<file path="src/rtl/memerr_pkg.sv">
package memerr_pkg;
   localparam int BUS_W     = 32;
   localparam int BIT_SBE   = 0;
   localparam int BIT_MBE   = 1;
   localparam int BIT_OVF   = 31;
   localparam int THR_LSB   = 16;

   typedef enum logic [3:0] {
      RA_STATUS  = 4'd0,
      RA_MASK    = 4'd1,
      RA_IEN     = 4'd2,
      RA_THRESH  = 4'd3,
      RA_CAP_HI  = 4'd4,
      RA_CAP_LO  = 4'd5,
      RA_CAP_ECC = 4'd6,
      RA_CAP_ADR = 4'd7,
      RA_INJ_HI  = 4'd8,
      RA_INJ_LO  = 4'd9,
      RA_INJ_CTL = 4'd10
   } reg_idx_e;
endpackage

</file>
<file path="src/rtl/memerr_sbe_filter.sv">
module memerr_sbe_filter #(
   parameter int CNT_W = 8
) (
   input  logic             clk,
   input  logic             rst_n,
   input  logic             sbe_hit,
   input  logic [CNT_W-1:0] thresh,
   input  logic             cnt_clr,
   output logic             report,
   output logic [CNT_W-1:0] count
);
   localparam int EXT_W = CNT_W + 1;

   logic [EXT_W-1:0] next_cnt;
   logic             armed;

   assign next_cnt = {1'b0, count} + EXT_W'(1);
   assign armed    = sbe_hit && (thresh != '0) && !cnt_clr;
   assign report   = armed && (next_cnt == {1'b0, thresh});

   always_ff @(posedge clk) begin
      if (!rst_n) begin
         count <= '0;
      end else if (cnt_clr) begin
         count <= '0;
      end else if (armed) begin
         if (report) count <= '0;
         else        count <= next_cnt[CNT_W-1:0];
      end
   end

   // the running count never reaches a nonzero threshold
   p_cnt_below_thr_r5: assert property (@(posedge clk) disable iff (!rst_n)
      (thresh != '0) |-> (count < thresh));

   // with a zero threshold the count stays parked at zero
   p_zero_thr_idle_r6: assert property (@(posedge clk) disable iff (!rst_n)
      (thresh == '0) |=> (count == '0));
endmodule

</file>
<file path="src/rtl/memerr_capture.sv">
module memerr_capture #(
   parameter int HALF_W = 32,
   parameter int ECC_W  = 8,
   parameter int ADDR_W = 32
) (
   input  logic              clk,
   input  logic              rst_n,
   input  logic              ecc_evt,
   input  logic              locked,
   input  logic [HALF_W-1:0] din_hi,
   input  logic [HALF_W-1:0] din_lo,
   input  logic [ECC_W-1:0]  din_ecc,
   input  logic [ADDR_W-1:0] din_addr,
   output logic [HALF_W-1:0] cap_hi,
   output logic [HALF_W-1:0] cap_lo,
   output logic [ECC_W-1:0]  cap_ecc,
   output logic [ADDR_W-1:0] cap_addr
);
   logic load;
   assign load = ecc_evt && !locked;

   always_ff @(posedge clk) begin
      if (!rst_n) begin
         cap_hi   <= '0;
         cap_lo   <= '0;
         cap_ecc  <= '0;
         cap_addr <= '0;
      end else if (load) begin
         cap_hi   <= din_hi;
         cap_lo   <= din_lo;
         cap_ecc  <= din_ecc;
         cap_addr <= din_addr;
      end
   end

   // a held capture is not overwritten
   p_capture_frozen_r9: assert property (@(posedge clk) disable iff (!rst_n)
      locked |=> ($stable(cap_hi) && $stable(cap_lo) && $stable(cap_ecc) && $stable(cap_addr)));

   // the first reported ECC event is recorded
   p_capture_load_r8: assert property (@(posedge clk) disable iff (!rst_n)
      (ecc_evt && !locked) |=> (cap_addr == $past(din_addr) && cap_ecc == $past(din_ecc)));
endmodule

</file>
<file path="src/rtl/memerr_capture_unit.sv">
module memerr_capture_unit
   import memerr_pkg::*;
#(
   parameter int HALF_W  = 32,
   parameter int ECC_W   = 8,
   parameter int ADDR_W  = 32,
   parameter int OTHER_N = 3,
   parameter int CNT_W   = 8,
   parameter bit INJ_EN  = 1'b1
) (
   input  logic               clk,
   input  logic               rst_n,
   input  logic               bus_wen,
   input  logic [3:0]         bus_addr,
   input  logic [BUS_W-1:0]   bus_wdata,
   output logic [BUS_W-1:0]   bus_rdata,
   input  logic               ev_sbe,
   input  logic               ev_mbe,
   input  logic [OTHER_N-1:0] ev_other,
   input  logic [HALF_W-1:0]  cap_hi_in,
   input  logic [HALF_W-1:0]  cap_lo_in,
   input  logic [ECC_W-1:0]   cap_ecc_in,
   input  logic [ADDR_W-1:0]  cap_addr_in,
   output logic               irq
);
   localparam int TYPE_N = 2 + OTHER_N;

   if (HALF_W < 1 || HALF_W > BUS_W) begin : g_chk_half
      $error("HALF_W must be 1..32");
   end
   if (ECC_W < 1 || ECC_W > BUS_W) begin : g_chk_ecc
      $error("ECC_W must be 1..32");
   end
   if (ADDR_W < 1 || ADDR_W > BUS_W) begin : g_chk_addr
      $error("ADDR_W must be 1..32");
   end
   if (OTHER_N < 1 || OTHER_N > 28) begin : g_chk_other
      $error("OTHER_N must be 1..28");
   end
   if (CNT_W < 1 || CNT_W > 8) begin : g_chk_cnt
      $error("CNT_W must be 1..8");
   end

   logic [TYPE_N-1:0] status_q, mask_q, ien_q;
   logic              ovf_q;
   logic [CNT_W-1:0]  thresh_q, count;
   logic [HALF_W-1:0] cap_hi, cap_lo;
   logic [ECC_W-1:0]  cap_ecc;
   logic [ADDR_W-1:0] cap_addr;
   logic [BUS_W-1:0]  inj_hi, inj_lo, inj_ctl;

   logic wr_status, wr_mask, wr_ien, wr_thresh;
   logic sbe_hit, mbe_hit, sbe_report, ecc_evt, ecc_locked;
   logic [OTHER_N-1:0] other_hit;
   logic [TYPE_N-1:0]  set_vec, clr_vec;

   assign wr_status = bus_wen && (bus_addr == RA_STATUS);
   assign wr_mask   = bus_wen && (bus_addr == RA_MASK);
   assign wr_ien    = bus_wen && (bus_addr == RA_IEN);
   assign wr_thresh = bus_wen && (bus_addr == RA_THRESH);

   assign sbe_hit    = ev_sbe && !mask_q[BIT_SBE];
   assign mbe_hit    = ev_mbe && !mask_q[BIT_MBE];
   assign other_hit  = ev_other & ~mask_q[TYPE_N-1:2];
   assign ecc_evt    = sbe_report || mbe_hit;
   assign ecc_locked = status_q[BIT_SBE] || status_q[BIT_MBE];
   assign set_vec    = {other_hit, mbe_hit, sbe_report};
   assign clr_vec    = wr_status ? bus_wdata[TYPE_N-1:0] : '0;

   memerr_sbe_filter #(.CNT_W(CNT_W)) u_filter (
      .clk     (clk),
      .rst_n   (rst_n),
      .sbe_hit (sbe_hit),
      .thresh  (thresh_q),
      .cnt_clr (wr_thresh),
      .report  (sbe_report),
      .count   (count)
   );

   memerr_capture #(.HALF_W(HALF_W), .ECC_W(ECC_W), .ADDR_W(ADDR_W)) u_capture (
      .clk      (clk),
      .rst_n    (rst_n),
      .ecc_evt  (ecc_evt),
      .locked   (ecc_locked),
      .din_hi   (cap_hi_in),
      .din_lo   (cap_lo_in),
      .din_ecc  (cap_ecc_in),
      .din_addr (cap_addr_in),
      .cap_hi   (cap_hi),
      .cap_lo   (cap_lo),
      .cap_ecc  (cap_ecc),
      .cap_addr (cap_addr)
   );

   always_ff @(posedge clk) begin
      if (!rst_n) begin
         status_q <= '0;
         ovf_q    <= 1'b0;
         mask_q   <= '1;
         ien_q    <= '0;
         thresh_q <= CNT_W'(1);
      end else begin
         status_q <= (status_q & ~clr_vec) | set_vec;
         ovf_q    <= (ovf_q & !(wr_status && bus_wdata[BIT_OVF])) | (ecc_evt && ecc_locked);
         if (wr_mask)   mask_q   <= bus_wdata[TYPE_N-1:0];
         if (wr_ien)    ien_q    <= bus_wdata[TYPE_N-1:0];
         if (wr_thresh) thresh_q <= bus_wdata[THR_LSB +: CNT_W];
      end
   end

   if (INJ_EN) begin : g_inj
      always_ff @(posedge clk) begin
         if (!rst_n) begin
            inj_hi  <= '0;
            inj_lo  <= '0;
            inj_ctl <= '0;
         end else if (bus_wen) begin
            if (bus_addr == RA_INJ_HI)  inj_hi  <= bus_wdata;
            if (bus_addr == RA_INJ_LO)  inj_lo  <= bus_wdata;
            if (bus_addr == RA_INJ_CTL) inj_ctl <= bus_wdata;
         end
      end
   end else begin : g_no_inj
      assign inj_hi  = '0;
      assign inj_lo  = '0;
      assign inj_ctl = '0;
   end

   assign irq = |(status_q & ien_q);

   always_comb begin
      bus_rdata = '0;
      case (bus_addr)
         RA_STATUS: begin
            bus_rdata[TYPE_N-1:0] = status_q;
            bus_rdata[BIT_OVF]    = ovf_q;
         end
         RA_MASK:    bus_rdata[TYPE_N-1:0] = mask_q;
         RA_IEN:     bus_rdata[TYPE_N-1:0] = ien_q;
         RA_THRESH: begin
            bus_rdata[THR_LSB +: CNT_W] = thresh_q;
            bus_rdata[CNT_W-1:0]        = count;
         end
         RA_CAP_HI:  bus_rdata[HALF_W-1:0] = cap_hi;
         RA_CAP_LO:  bus_rdata[HALF_W-1:0] = cap_lo;
         RA_CAP_ECC: bus_rdata[ECC_W-1:0]  = cap_ecc;
         RA_CAP_ADR: bus_rdata[ADDR_W-1:0] = cap_addr;
         RA_INJ_HI:  bus_rdata = inj_hi;
         RA_INJ_LO:  bus_rdata = inj_lo;
         RA_INJ_CTL: bus_rdata = inj_ctl;
         default:    bus_rdata = '0;
      endcase
   end

   // an unmasked uncorrectable event always lands in status
   p_mbe_sets_r7: assert property (@(posedge clk) disable iff (!rst_n)
      mbe_hit |=> status_q[BIT_MBE]);

   // write-one clears a bit when no event re-sets it
   p_w1c_clears_r2: assert property (@(posedge clk) disable iff (!rst_n)
      (wr_status && bus_wdata[BIT_MBE] && !mbe_hit) |=> !status_q[BIT_MBE]);

   // a masked uncorrectable event leaves a clear status bit clear
   p_masked_mbe_r3: assert property (@(posedge clk) disable iff (!rst_n)
      (ev_mbe && mask_q[BIT_MBE] && !status_q[BIT_MBE] && !wr_status) |=> !status_q[BIT_MBE]);

   // zero threshold never reports a correctable error
   p_zero_thr_r6: assert property (@(posedge clk) disable iff (!rst_n)
      (thresh_q == '0 && !status_q[BIT_SBE]) |=> !status_q[BIT_SBE]);

   // a second ECC report while locked raises overflow
   p_overflow_r9: assert property (@(posedge clk) disable iff (!rst_n)
      (ecc_evt && ecc_locked) |=> ovf_q);
endmodule

</file>
<file path="config.mk">
export PLATFORM = sky130hd
export DESIGN_NAME = memerr_capture_unit
export DESIGN_NICKNAME = d
export VERILOG_FILES = /design/src/rtl/memerr_pkg.sv /design/src/rtl/memerr_sbe_filter.sv /design/src/rtl/memerr_capture.sv /design/src/rtl/memerr_capture_unit.sv
export SDC_FILE = /design/constraint.sdc
export NUM_CORES = 1
export LEC_CHECK = 0
export BUFFER_PORTS_ARGS = -buffer_cell sky130_fd_sc_hd__buf_2
export CORE_MARGIN = 1.5
export CORE_UTILIZATION = 56
export DETAILED_ROUTE_END_ITERATION = 7
export PLACE_DENSITY = 0.89
export SLEW_MARGIN = 30
export SYNTH_ARGS = -nofsm -noshare
export SYNTH_HDL_FRONTEND = slang
export SYNTH_SLANG_ARGS = --single-unit
</file>
<file path="constraint.sdc">
create_clock -name clk -period 3.1 [get_ports clk]
set_input_delay 0.155 -clock clk [delete_from_list [all_inputs] [get_ports clk]]
set_output_delay 0.155 -clock clk [all_outputs]
set_load 0.01 [all_outputs]
</file>
==> results.toml <==
[logic_synthesis]
synth.distinct_cells = 46
yosysTopAreaCell = "dfxtp_1"
syn_area_per_cell_um2 = 8.34
synth_top_area_share_pct = 43.8
yosys_warnings = 0
syn-num-nets = 1419
synthCells = 1270
seq_area_frac_synth_pct = 43.8
synth_area_mm2 = 0.0106
synthTopCellsByArea = "dfxtp_1 44%, nand2_1 16%, mux2i_1 10%, a21boi_0 7.2%, a22oi_1 5.8%"
yosys_register_bits = 232

[sta]
fin_setup_tns_ns = 0
max_slew.worst_pin.slew_ns = 0.817
max_freq_mhz = 364
slew_violations = 0
whs_ns = 0.0166
timing.final.crit_share_pct = 88.7
finalCriticalPeriod_ns = 2.75
rsz0062_at_grt = "no"
clock_skew_ns = 0.0166
slew_headroom_pct = 45.4
final-hold-violation-count = 0
setup_violations = 0

[power_and_ir_drop]
p_leak_nw = 5.26
p_int_mw = 5.05
comb_power_share_pct = 9.0
pwr_density_cell_mw_per_mm2 = 479
p_sw_share_pct = 23.4
net-switching-power_mw = 1.54
clockPowerShare_pct = 44.7
peakVddDrop_mv = 0.383
p_seq_share_pct = 46.3

[setup_path]
worstPathMaxFanout = 56
worstPathCellList = "ha_1 > and3_1 > a21oi_1 > nor4b_2 > o2111ai_1 > a21boi_4 > buf_12 > mux2i_1"
cp-end-kind = "register"
max_stage_delay_ns = 0.46
r2r_start = "u_filter.count[0]"
critPathBufInv = 1
critPathLaunchType = "register"
critPathTopFamily = "simple AND/OR/NAND/NOR gates"
rr_endpoint = "u_capture.cap_lo[13]"
reg2reg_slack_ns = 0.35
worstPathRequired_ns = 3.53
crit_slowest_cell = "dfxtp_1"
r2r_cells = 8
criticalPathCategory = "reg2reg"
critPathArrivalTime_ns = 3.18

[cts]
clockBufferDepth = 3
cts_buffers = 24
clkSinkCount = 232
cts_max_level = 1
postCtsSetupBuffers = 0
cts_tree = "built"
clk_latency_ns = 0.52
path_clk_slew_ns = 0.07
cts_root_buffer = "clkbuf_16"

[placement]
place_congestion = 0.898
place_hpwl_um = 20100
place_area_mm2 = 0.0116
port_buffers = 180
dp_cells = 1610

[cells_and_area]
final_util_pct = 73.7
areaGrowthSynthToFinish_pct = 29.7
drive_above_1_share_pct = 16.8
postLayoutCellArea_mm2 = 0.0137
final_common_cell = "nand2_1"
multi_input_area_mm2 = 0.00546
n_antenna_cell = 0
final_cells = 1790
mostFrequentLayoutCells = "453 x nand2_1, 232 x dfxtp_1, 179 x buf_2, 136 x dlygate4sd3_1, 109 x mux2i_1"
seq_area_mm2 = 0.00464
fin_nets = 1687
fillers = 1222

[min_path]
hold_end = "status_q[2]"
hold_start = "ev_other[0]"
min_path_cells = 4
hold_class = "in2reg"

[route]
drt-total-wl_um = 36000
via_count = 10800
drt_first_iter_violations = 1085
dr.pass1.iters = 8
ant_nets = 0
routedWlPerCell_um = 20.1
route.detailed.drc = 0
viasPerCell = 6.04

[global_route]
grt_max_degree = 124
antenna_found_initial = 0
gr-total-overflow = 0
grtUsageTotal_pct = 35.8
grt_pass1_wl_um = 56200
grt_pass1_vias = 10900

[die]
die_w_um = 141
rows = 50
dieArea_mm2 = 0.0198
initial_utilization_pct = 56.8
core_area_mm2 = 0.0186
ios = 181
die_y_um = 141

[flow_run]
drv_cap = 0

[status]
status = "complete, no violations"
## per-layer routing
metal,up-vias,share of wire (%),global-route usage (%)
met4,0,6.2,20.9
met5,-,0,0
met2,704,48,59.7
li1,4891,-,-
met1,5016,37,42.9
met3,204,9.4,7.21
## synth_stat cells, drive strengths merged
| cell | count |
|---|---|
| a221oi | 6 |
| nand3 | 48 |
| and3 | 6 |
| a21oi | 8 |
| nor2b | 14 |
| xnor2 | 9 |
| mux2 | 4 |
| nor4 | 7 |
| inv | 2 |
| ha | 1 |
| o22a | 1 |
| a222oi | 13 |
| a21bo | 1 |
| o2111ai | 2 |
| nand4b | 1 |
| o211ai | 2 |
| o21ai | 4 |
| nand3b | 3 |
| dfxtp | 232 |
| nor3 | 6 |
| xor2 | 4 |
| nor3b | 1 |
| nor2 | 12 |
| or2 | 1 |
| clkbuf | 85 |
| nand4 | 7 |
| a22oi | 82 |
| o21a | 1 |
| a22o | 5 |
| nor4b | 1 |
| mux2i | 110 |
| and2 | 6 |
| a31oi | 2 |
| o22ai | 1 |
| nand2 | 453 |
| nand2b | 5 |
| and4b | 1 |
| buf | 17 |
| a21boi | 106 |
## cells by family (layout without fill, tap and decap cells)
logic type | after synthesis | after routing | share of synthesized area [%]
AOI/OAI and AO/OA | 234 | 234 | 16.8
xor gates and xnor gates | 13 | 13 | 1.07
and+or+nand+nor | 572 | 572 | 22.4
adders and majority gates | 1 | 1 | 0.118
DFF | 232 | 232 | 43.8
buffers and inverters | 104 | 390 | 5.01
muxes | 114 | 114 | 10.8
## power by group through the flow
stage          combinational, mW  sequential (mW)  clock [mW]
6_report                   0.593             3.05        2.94
5_1_grt                    0.627             3.06        3.07
4_1_cts                    0.560             3.05        2.93
3_5_place_dp               0.425             3.12           0
3_3_place_gp               0.419             3.12           0
2_1_floorplan              0.240             3.11           0
## per-stage QoR
| stage | power (mW) | setup WS [ns] |
|---|---|---|
| 3_5_place_dp | 3.54 | 0.457 |
| 2_1_floorplan | 3.35 | 0.896 |
| 3_3_place_gp | 3.53 | 0.568 |
| 6_report | 6.59 | 0.350 |
| 4_1_cts | 6.54 | 0.432 |
| 5_1_grt | 6.75 | 0.148 |
## tightest hold or removal path: cells and delay by family
family                 cells  cell delay (ns)
AND/OR/NAND/NOR            2             0.21
buffers and inverters      1             0.07
AO/OA/AOI/OAI              1             0.05
## worst max-delay path by stage
stage / depth (start not counted) / start / end
4_1_cts: 8 / u_filter.count[0] / u_capture.cap_ecc[6]
3_3_place_gp: 8 / u_filter.count[0] / u_capture.cap_ecc[0]
6_report: 8 / u_filter.count[0] / u_capture.cap_lo[13]
3_5_place_dp: 8 / u_filter.count[0] / u_capture.cap_hi[12]
2_1_floorplan: 10 / u_filter.count[0] / u_capture.cap_addr[0]
5_1_grt: 8 / u_filter.count[0] / u_capture.cap_lo[9]
## layout make-up
type / instances / share of cell area (%)
repair buffers: 344 / 18.4
clock buffers: 36 / 5.13
clock inverters: 8 / 0.737
inverters: 2 / 0.0546
multi-input cells: 934 / 39.7
flip-flops and latches: 232 / 33.8
well taps: 234 / 2.13
## state kept, by name (all words and copies together), names as in the netlist
register / count
ovf_q: 1
status_q: 5
u_filter.count: 8
thresh_q: 8
u_capture.cap_addr: 32
inj_hi: 32
mask_q: 5
ien_q: 5
inj_lo: 32
u_capture.cap_hi: 32
u_capture.cap_lo: 32
inj_ctl: 32
u_capture.cap_ecc: 8
## repair_timing
action                                  CTS  global route
hold buffers                            136             0
endpoints found under the hold margin   212             0
endpoints found under the setup margin    0             1
resized for setup                         0             1
Power figures use the tool's default switching activity.
